$ cat src/rtl/sclgen_pkg.sv
package sclgen_pkg;

  // Strobes from the phase controller to the counting datapath
  typedef struct packed {
    logic preClr;  // restart the prescaler
    logic phClr;   // restart the phase counter
    logic phInc;   // advance the phase counter
  } sclStrobes_t;

  typedef enum logic [1:0] {
    PH_IDLE,
    PH_LOW,
    PH_WAIT,
    PH_HIGH
  } sclPhase_t;

endpackage

$ cat src/rtl/sclTimingDp.sv
module sclTimingDp
  import sclgen_pkg::*;
#(
  parameter int CDF_W       = 3,
  parameter int SCGD_W      = 6,
  parameter int SYNC_STAGES = 2,
  parameter int BASE_TICKS  = 20,
  parameter int STEP_TICKS  = 8
) (
  input  logic                    clk,
  input  logic                    rstN,
  input  logic                    cfgWr,
  input  logic [CDF_W+SCGD_W-1:0] cfgData,
  input  sclStrobes_t             strb,
  input  logic                    sclIn,
  output logic                    tick,
  output logic                    phLast,
  output logic                    lineHigh
);

  localparam int HALF_W = SCGD_W + $clog2(STEP_TICKS) + 1;
  localparam logic [HALF_W-1:0] BASE_HALF = HALF_W'(BASE_TICKS / 2);
  localparam logic [HALF_W-1:0] STEP_HALF = HALF_W'(STEP_TICKS / 2);

  logic [CDF_W-1:0]       cdfReg;
  logic [SCGD_W-1:0]      scgdReg;
  logic [CDF_W-1:0]       preCnt;
  logic [HALF_W-1:0]      phCnt;
  logic [HALF_W-1:0]      halfTicks;
  logic [SYNC_STAGES-1:0] syncQ;

  // Divider field sits directly above the prescale field
  always_ff @(posedge clk or negedge rstN) begin
    if (!rstN) begin
      cdfReg  <= '0;
      scgdReg <= '0;
    end else if (cfgWr) begin
      {scgdReg, cdfReg} <= cfgData;
    end
  end

  // Prescaler: one tick every cdfReg+1 cycles
  assign tick = (preCnt == cdfReg);

  always_ff @(posedge clk or negedge rstN) begin
    if (!rstN)                   preCnt <= '0;
    else if (strb.preClr || tick) preCnt <= '0;
    else                         preCnt <= preCnt + 1'b1;
  end

  // Half-period length in ticks
  assign halfTicks = BASE_HALF + STEP_HALF * HALF_W'(scgdReg);
  assign phLast    = (phCnt == halfTicks - HALF_W'(1));

  always_ff @(posedge clk or negedge rstN) begin
    if (!rstN)           phCnt <= '0;
    else if (strb.phClr) phCnt <= '0;
    else if (strb.phInc) phCnt <= phCnt + 1'b1;
  end

  // Line synchroniser
  generate
    if (SYNC_STAGES == 1) begin : g_sync1
      always_ff @(posedge clk or negedge rstN) begin
        if (!rstN) syncQ <= '1;
        else       syncQ <= sclIn;
      end
    end else begin : g_syncN
      always_ff @(posedge clk or negedge rstN) begin
        if (!rstN) syncQ <= '1;
        else       syncQ <= {syncQ[SYNC_STAGES-2:0], sclIn};
      end
    end
  endgenerate

  assign lineHigh = syncQ[SYNC_STAGES-1];

endmodule

$ cat src/rtl/sclTimingCtl.sv
module sclTimingCtl
  import sclgen_pkg::*;
(
  input  logic        clk,
  input  logic        rstN,
  input  logic        cfgWr,
  input  logic        tick,
  input  logic        phLast,
  input  logic        lineHigh,
  output sclStrobes_t strb,
  output logic        sclOut,
  output logic        running,
  output logic        waiting
);

  sclPhase_t state, nextState;

  always_ff @(posedge clk or negedge rstN) begin
    if (!rstN) state <= PH_IDLE;
    else       state <= nextState;
  end

  always_comb begin
    nextState = state;
    strb      = '0;
    if (cfgWr) begin
      nextState   = PH_LOW;
      strb.preClr = 1'b1;
      strb.phClr  = 1'b1;
    end else begin
      unique case (state)
        PH_IDLE: begin
          strb.preClr = 1'b1;
          strb.phClr  = 1'b1;
        end
        PH_LOW: begin
          if (tick && phLast) begin
            nextState  = PH_WAIT;
            strb.phClr = 1'b1;
          end else if (tick) begin
            strb.phInc = 1'b1;
          end
        end
        PH_WAIT: begin
          strb.preClr = 1'b1;
          strb.phClr  = 1'b1;
          if (lineHigh) nextState = PH_HIGH;
        end
        PH_HIGH: begin
          if (tick && phLast) begin
            nextState  = PH_LOW;
            strb.phClr = 1'b1;
          end else if (tick) begin
            strb.phInc = 1'b1;
          end
        end
        default: nextState = PH_IDLE;
      endcase
    end
  end

  assign sclOut  = (state != PH_LOW);
  assign running = (state != PH_IDLE);
  assign waiting = (state == PH_WAIT);

endmodule

$ cat src/rtl/sclTimingGen.sv
module sclTimingGen
  import sclgen_pkg::*;
#(
  parameter int CDF_W       = 3,
  parameter int SCGD_W      = 6,
  parameter int SYNC_STAGES = 2,
  parameter int BASE_TICKS  = 20,
  parameter int STEP_TICKS  = 8
) (
  input  logic                    clk,
  input  logic                    rstN,
  input  logic                    cfgWr,
  input  logic [CDF_W+SCGD_W-1:0] cfgData,
  input  logic                    sclIn,
  output logic                    sclOut,
  output logic                    running
);

  sclStrobes_t strb;
  logic tick;
  logic phLast;
  logic lineHigh;
  logic waiting;

  sclTimingDp #(
    .CDF_W(CDF_W), .SCGD_W(SCGD_W), .SYNC_STAGES(SYNC_STAGES),
    .BASE_TICKS(BASE_TICKS), .STEP_TICKS(STEP_TICKS)
  ) i_dp (
    .clk(clk), .rstN(rstN), .cfgWr(cfgWr), .cfgData(cfgData),
    .strb(strb), .sclIn(sclIn),
    .tick(tick), .phLast(phLast), .lineHigh(lineHigh)
  );

  sclTimingCtl i_ctl (
    .clk(clk), .rstN(rstN), .cfgWr(cfgWr),
    .tick(tick), .phLast(phLast), .lineHigh(lineHigh),
    .strb(strb), .sclOut(sclOut), .running(running), .waiting(waiting)
  );

endmodule

$ cat config.mk
export PLATFORM = sky130hd
export DESIGN_NAME = sclTimingGen
export DESIGN_NICKNAME = d
export VERILOG_FILES = /design/src/rtl/sclgen_pkg.sv /design/src/rtl/sclTimingDp.sv /design/src/rtl/sclTimingCtl.sv /design/src/rtl/sclTimingGen.sv
export SDC_FILE = /design/constraint.sdc
export NUM_CORES = 1
export LEC_CHECK = 0
export CAP_MARGIN = 20
export CORE_AREA = 2 2 60 62
export DETAILED_ROUTE_END_ITERATION = 10
export DIE_AREA = 0 0 62 64
export GPL_TIMING_DRIVEN = 0
export PLACE_DENSITY = 0.59
export SYNTH_ARGS = -nofsm -noshare
export SYNTH_HDL_FRONTEND = slang
export SYNTH_SLANG_ARGS = --single-unit
$ cat constraint.sdc
create_clock -name clk -period 2.1 [get_ports clk]
set_input_delay 0.42 -clock clk [delete_from_list [all_inputs] [get_ports clk]]
set_output_delay 0.42 -clock clk [all_outputs]
set_load 0.005 [all_outputs]
==> flow_metrics.tcl, run 1 <==
set metrics [dict create \
    status "complete, but fails checks" \
    violations "negative setup slack" \
    worstSkewPairLatency_ns 0.32 \
    rows 21 \
    cts_max_level 1 \
    fill_cells 323 \
    layout.cells.non_filler 188 \
    die_y_um 64 \
    criticalPathCategory "reg -> reg" \
    clk_pin_slew_worst_paths_ns 0.14 \
    drv_slew 0 \
    holdPathEnd "i_dp.syncQ[1]" \
    power_density_nw_per_um2 618 \
    synth.area.top_cells "dfrtp_1 (46%), mux2_2 (8.5%), xnor2_1 (8.0%)" \
    ant_nets 0 \
    cts_made_buffers 3 \
    die-area_sq_um 3970 \
    clockBufferDepth 2 \
    worst_hold_path.num_cells 0 \
    io_buffers 14 \
    worst_slew_pin_slew_ns 0.547 \
    ys_warn_count 0 \
    antenna_found_initial 0 \
    ys_ff_latch 26 \
    cts_tree "done" \
    final_nets 160 \
    drive_above_1_share 0.218 \
    slew_headroom 0.634 \
    power.leakage_nw 0.668 \
    synth_cell_type_count 32 \
    dp_hpwl_mm 1.84 \
    drt_first_iter_violations 51 \
    grt_pass1_wl_mm 4.15 \
    vdd_drop_max_mv 0.438 \
    cp.required_ns 2.35 \
    die_width_um 62 \
    r2r_start "i_dp.scgdReg[1]" \
    cts_hold_buf 0 \
    syn_inst 119 \
    cp-end-kind "flip-flop" \
    synth_seq_area_share 0.495 \
    track_usage 0.139 \
    reg2reg_to "i_dp.phCnt[2]" \
    worstPathArrival_ns 2.41 \
    fin_skew_ns 0.00400 \
    antenna_cells 0 \
    routed_wl_mm 2.38 \
    syn_nets 136 \
    path_max_fanout 6 \
    synth_top_area_share 0.455 \
    ff2ff_path_depth 7 \
    synthesis.area_per_instance_sq_um 11.1 \
    min_path_type "reg -> reg" \
    grt-ovfl-total 0 \
    ff2ff_setup_slack_ns -0.06 \
    via_per_inst 4.91 \
    dp_cells 180 \
    hold_start "i_dp.syncQ[0]" \
    rsz0062_at_grt "yes" \
    setup_slack_ns -0.0600 \
    area_delta_synth_final_pct 21.9 \
    critPathLaunchType "flip-flop" \
    setup_viol 1 \
    io_pins 15 \
    clock-root-buffer "clkbuf_4" \
    drt-pass1-iter-count 4 \
    drc 0 \
    max_cap_viol_count 0 \
    core_area_sq_um 3280 \
    gp_congestion 0.772 \
    num_vias 924 \
    syn_area_sq_um 1320 \
    tns_ns -0.0600 \
    yosysTopAreaCell "dfrtp_1" \
    finalCritPeriodShare 1.03 \
    grt_max_degree 16 \
    hold_viol 0 \
    fmax_mhz 463 \
    cts.sinks 26 \
    initial_core_util 0.402 \
    grt_pass1_vias 961 \
    finalCriticalPeriod_ns 2.16 \
    wl_per_cell_um 12.7 \
]
[repair_timing]
item / in CTS / in global routing
buffers inserted: 2 / 2
gates resized for setup: 0 / 2
endpoints found under the hold margin: 0 / 0
setup endpoints to repair: 3 / 3
[synthesized netlist by cell type]
cell type and instances:
a211oi_1 1, a21o_2 1, a21oi_1 2, a31oi_1 2, and2_4 1, and3_1 4
buf_1 1, dfrtp_1 24, dfstp_2 2, ha_1 4, inv_1 2, mux2_2 10
nand2_1 6, nand2b_1 3, nand3_1 7, nand3b_1 1, nand4b_1 1, nor2_1 16
nor2b_1 1, nor2b_4 1, nor3_1 1, o2111a_2 1, o2111ai_1 1, o21a_1 1
o21ai_0 1, o311a_1 1, or2_2 1, or3_2 2, or3b_2 1, or4b_1 1
xnor2_1 12, xor2_1 6
[layout by cell type (no fill, tap or decap), types with 2 or more instances in the layout]
| master | count |
|---|---|
| clkbuf_4 | 3 |
| dfstp_2 | 2 |
| buf_4 | 4 |
| xor2_1 | 6 |
| nand3_1 | 7 |
| nor2_1 | 16 |
| clkdlybuf4s50_1 | 14 |
| a31oi_1 | 2 |
| and3_1 | 4 |
| mux2_2 | 9 |
| nand2_1 | 6 |
| inv_1 | 2 |
| nand2b_1 | 3 |
| xnor2_1 | 12 |
| dfrtp_1 | 24 |
| or3_2 | 2 |
| ha_1 | 3 |
[sequential cells by signal, summed over array words and instances (netlist names)]
| name | flops |
|---|---|
| i_dp.scgdReg | 6 |
| i_dp.syncQ | 2 |
| i_dp.cdfReg | 3 |
| i_dp.phCnt | 10 |
| i_dp.preCnt | 3 |
| i_ctl.state | 2 |
[layout make-up]
cell class	instances	area (sq um)	share of cell area
Tap cell	46	57.6	0.0358
Inverter	2	7.51	0.00467
Multi-Input combinational cell	90	664	0.413
Buffer	1	3.75	0.00233
Timing Repair Buffer	19	185	0.115
Sequential cell	26	653	0.406
Clock buffer	4	36.3	0.0226
[routing by layer]
| metal | track usage | share of wire | vias up | routed length, um |
|---|---|---|---|---|
| li1 | - | - | 455 | - |
| met1 | 0.169 | 0.44 | 454 | 1050 |
| met2 | 0.236 | 0.51 | 13 | 1220 |
| met3 | 0.0445 | 0.042 | 2 | 99 |
| met4 | 0.0239 | 0.0042 | 0 | 10 |
| met5 | 0 | 0 | - | 0 |
[worst max-delay path: stages (launching register included)]
cell and delay [ns]:
dfrtp_1 0.42, ha_2 0.19, and2_4 0.14, nor2b_4 0.11, o311a_1 0.28, o2111a_2 0.29
or4b_1 0.52, a31oi_1 0.14
[per-stage QoR]
stage	utilization	total power [mW]	worst slack [ns]	hold slack (ns)	area (sq um)
2_1_floorplan	-	0.680	0.0136	0.124	1320
3_3_place_gp	0.462	0.734	-0.0843	0.349	1520
3_5_place_dp	0.467	0.745	-0.106	0.351	1530
4_1_cts	0.483	1.01	-0.0706	0.371	1590
5_1_grt	0.490	1.07	-0.150	0.377	1610
6_report	0.490	0.993	-0.0600	0.370	1610
[report_power, final]
part	leakage [nW]	switching, mW	internal, mW
clock network	0.0210	0.146	0.106
logic	0.319	0.0781	0.0963
registers	0.328	0.0312	0.536
total	0.668	0.255	0.738
[worst max-delay path by stage]
stage | start | to
2_1_floorplan | i_dp.scgdReg[1] | i_dp.phCnt[2]
3_3_place_gp | i_dp.scgdReg[1] | i_dp.phCnt[2]
3_5_place_dp | i_dp.scgdReg[1] | i_dp.phCnt[2]
4_1_cts | i_dp.scgdReg[1] | i_dp.phCnt[2]
5_1_grt | i_dp.scgdReg[1] | i_dp.phCnt[2]
6_report | i_dp.scgdReg[1] | i_dp.phCnt[2]
[cells by family (layout without fill, tap and decap cells)]
family                   after synthesis  after routing  synth area share
multiplexers                          10             10            0.0854
AND/OR/NAND/NOR                       47             47             0.191
buffers and inverters                  3             26           0.00854
AO/OA/AOI/OAI                         11             11            0.0626
adder cells (fa/ha/maj)                4              4            0.0380
flip-flops                            26             26             0.495
XOR/XNOR                              18             18             0.120
Power figures use the tool's default switching activity.
==> inputs of run 2 (changes only) <==
--- a/config.mk
+++ b/config.mk
@@ -14,3 +14,4 @@
 export SYNTH_ARGS = -nofsm -noshare
 export SYNTH_HDL_FRONTEND = slang
 export SYNTH_SLANG_ARGS = --single-unit
+export TNS_END_PERCENT = 10
==> run 2 against run 1 <==
  * The run still ends with negative setup slack left
  * Utilization decreased by 0.69 points
  * Non-clock buffer count decreased by 2
  * Sequential power about the same
  * Critical path type unchanged
  * Sequential cell count unchanged
  * Cell count decreased by 1.1%
==> flow_metrics.tcl, run 2 (same netlist as run 1, synthesis figures left out) <==
set metrics [dict create \
    worst_hold_slack_ns 0.370 \
    grt_max_degree 16 \
    setup_viol 1 \
    tns_ns -0.0715 \
    antenna_found_initial 0 \
    critPathLaunchType "flip-flop" \
    fmax_mhz 461 \
    cp.required_ns 2.35 \
    vdd_drop_max_mv 0.439 \
    io_buffers 14 \
    layout_common_cells "dfrtp_1 (24), nor2_1 (16), clkdlybuf4s50_1 (14), xnor2_1 (12), mux2_2 (10)" \
    post-place-ws_ns -0.106 \
    dp_hpwl_mm 1.84 \
    wl_per_cell_um 12.6 \
    cts_max_level 1 \
    cts.sinks 26 \
    final_common_cell "dfrtp_1" \
    io_pins 15 \
    drt_first_iter_violations 36 \
    critPathMaxStageDelay_ns 0.52 \
    clock-root-buffer "clkbuf_4" \
    ff2ff_setup_slack_ns -0.07 \
    criticalPathCategory "reg -> reg" \
    cts_hold_buf 0 \
    clockBufferDepth 2 \
    routed_wl_mm 2.35 \
    rsz0062_at_grt "yes" \
    drive_above_1_share 0.200 \
    grt_pass1_vias 961 \
    track_usage 0.139 \
    worstPathArrival_ns 2.42 \
    finalCriticalPeriod_ns 2.17 \
    worstSkewPairLatency_ns 0.32 \
    hold_viol 0 \
    ant_nets 0 \
    violations "negative setup slack" \
    die_y_um 64 \
    largest_reg_flops 10 \
    status "complete, but fails checks" \
    initial_core_util 0.402 \
    cts_made_buffers 3 \
    core_area_sq_um 3280 \
    grt_pass1_wl_mm 4.15 \
    area_delta_synth_final_pct 20.2 \
    min_path_type "reg -> reg" \
    top_regs "i_dp.phCnt (10), i_dp.scgdReg (6)" \
    rows 21 \
    drv_slew 0 \
    slew_headroom 0.635 \
    critical_path.cell_chain "ha_2 > and2_4 > nor2b_4 > o311a_1 > o2111a_2 > or4b_1 > a31oi_1" \
    regMostFlops "i_dp.phCnt" \
    drc 0 \
    fin_skew_ns 0.00385 \
    power.leakage_nw 0.654 \
    final_nets 158 \
    slowest_stage "or4b_1" \
    max_cap_viol_count 0 \
    num_vias 921 \
    die_width_um 62 \
    gp_congestion 0.772 \
    power_density_nw_per_um2 623 \
    antenna_cells 0 \
    cp-end-kind "flip-flop" \
    grt-ovfl-total 0 \
    worst_slew_pin_slew_ns 0.546 \
    setup_slack_ns -0.0715 \
    via_per_inst 4.95 \
    cts_tree "done" \
    drt-pass1-iter-count 4 \
    finalCritPeriodShare 1.03 \
    clk_pin_slew_worst_paths_ns 0.14 \
    die-area_sq_um 3970 \
    path_max_fanout 7 \
]
run 2: metal layers:
metal / track usage / part of all wire / up-vias
met5: 0 / 0 / -
met4: 0.0239 / 0.0043 / 0
met3: 0.0445 / 0.049 / 2
met2: 0.236 / 0.51 / 16
met1: 0.169 / 0.43 / 451
li1: - / - / 452
run 2: final timing paths:
| path | start | to | cells after the start |
|---|---|---|---|
| worst min-delay path | i_dp.syncQ[0] | i_dp.syncQ[1] | 0 |
| max in group asynchronous | rstN | i_dp.phCnt[2] | 2 |
| worst min register to register | i_dp.syncQ[0] | i_dp.syncQ[1] | 0 |
| worst max register to register | i_dp.scgdReg[2] | i_dp.phCnt[2] | 7 |
| min in group asynchronous | rstN | i_dp.phCnt[3] | 1 |
| worst max-delay path | i_dp.scgdReg[2] | i_dp.phCnt[2] | 7 |
run 2: power breakdown:
group / switching, mW / internal (mW)
sequential: 0.0312 / 0.536
clock: 0.145 / 0.106
combinational: 0.0767 / 0.0938
run 2: layout make-up:
class                           instances  area, sq um
Buffer                                  1         3.75
Inverter                                2         7.51
Tap cell                               46         57.6
Multi-Input combinational cell         90          657
Timing Repair Buffer                   17          170
Sequential cell                        26          653
Clock buffer                            4         36.3
Fill cell                             324         1700
run 2: per-stage QoR:
stage | utilization | total power [mW] | area (sq um) | cells
6_report | 0.483 | 0.988 | 1590 | 186
5_1_grt | 0.483 | 1.06 | 1590 | 186
4_1_cts | 0.483 | 1.01 | 1590 | 186
3_5_place_dp | 0.467 | 0.745 | 1530 | 180
3_3_place_gp | 0.462 | 0.734 | 1520 | 179
2_1_floorplan | - | 0.680 | 1320 | 119
run 2: what timing repair did:
item,in CTS,in global routing
gates resized for setup,0,0
setup endpoints to repair,3,3
buffers inserted,2,0
run 2: worst max-delay path: cells and delay by family, from the launching register on:
kind            cells  cell delay [ns]
compound gates      3             0.72
simple gates        3             0.77
flops               1             0.41
fa+ha+maj           1             0.20
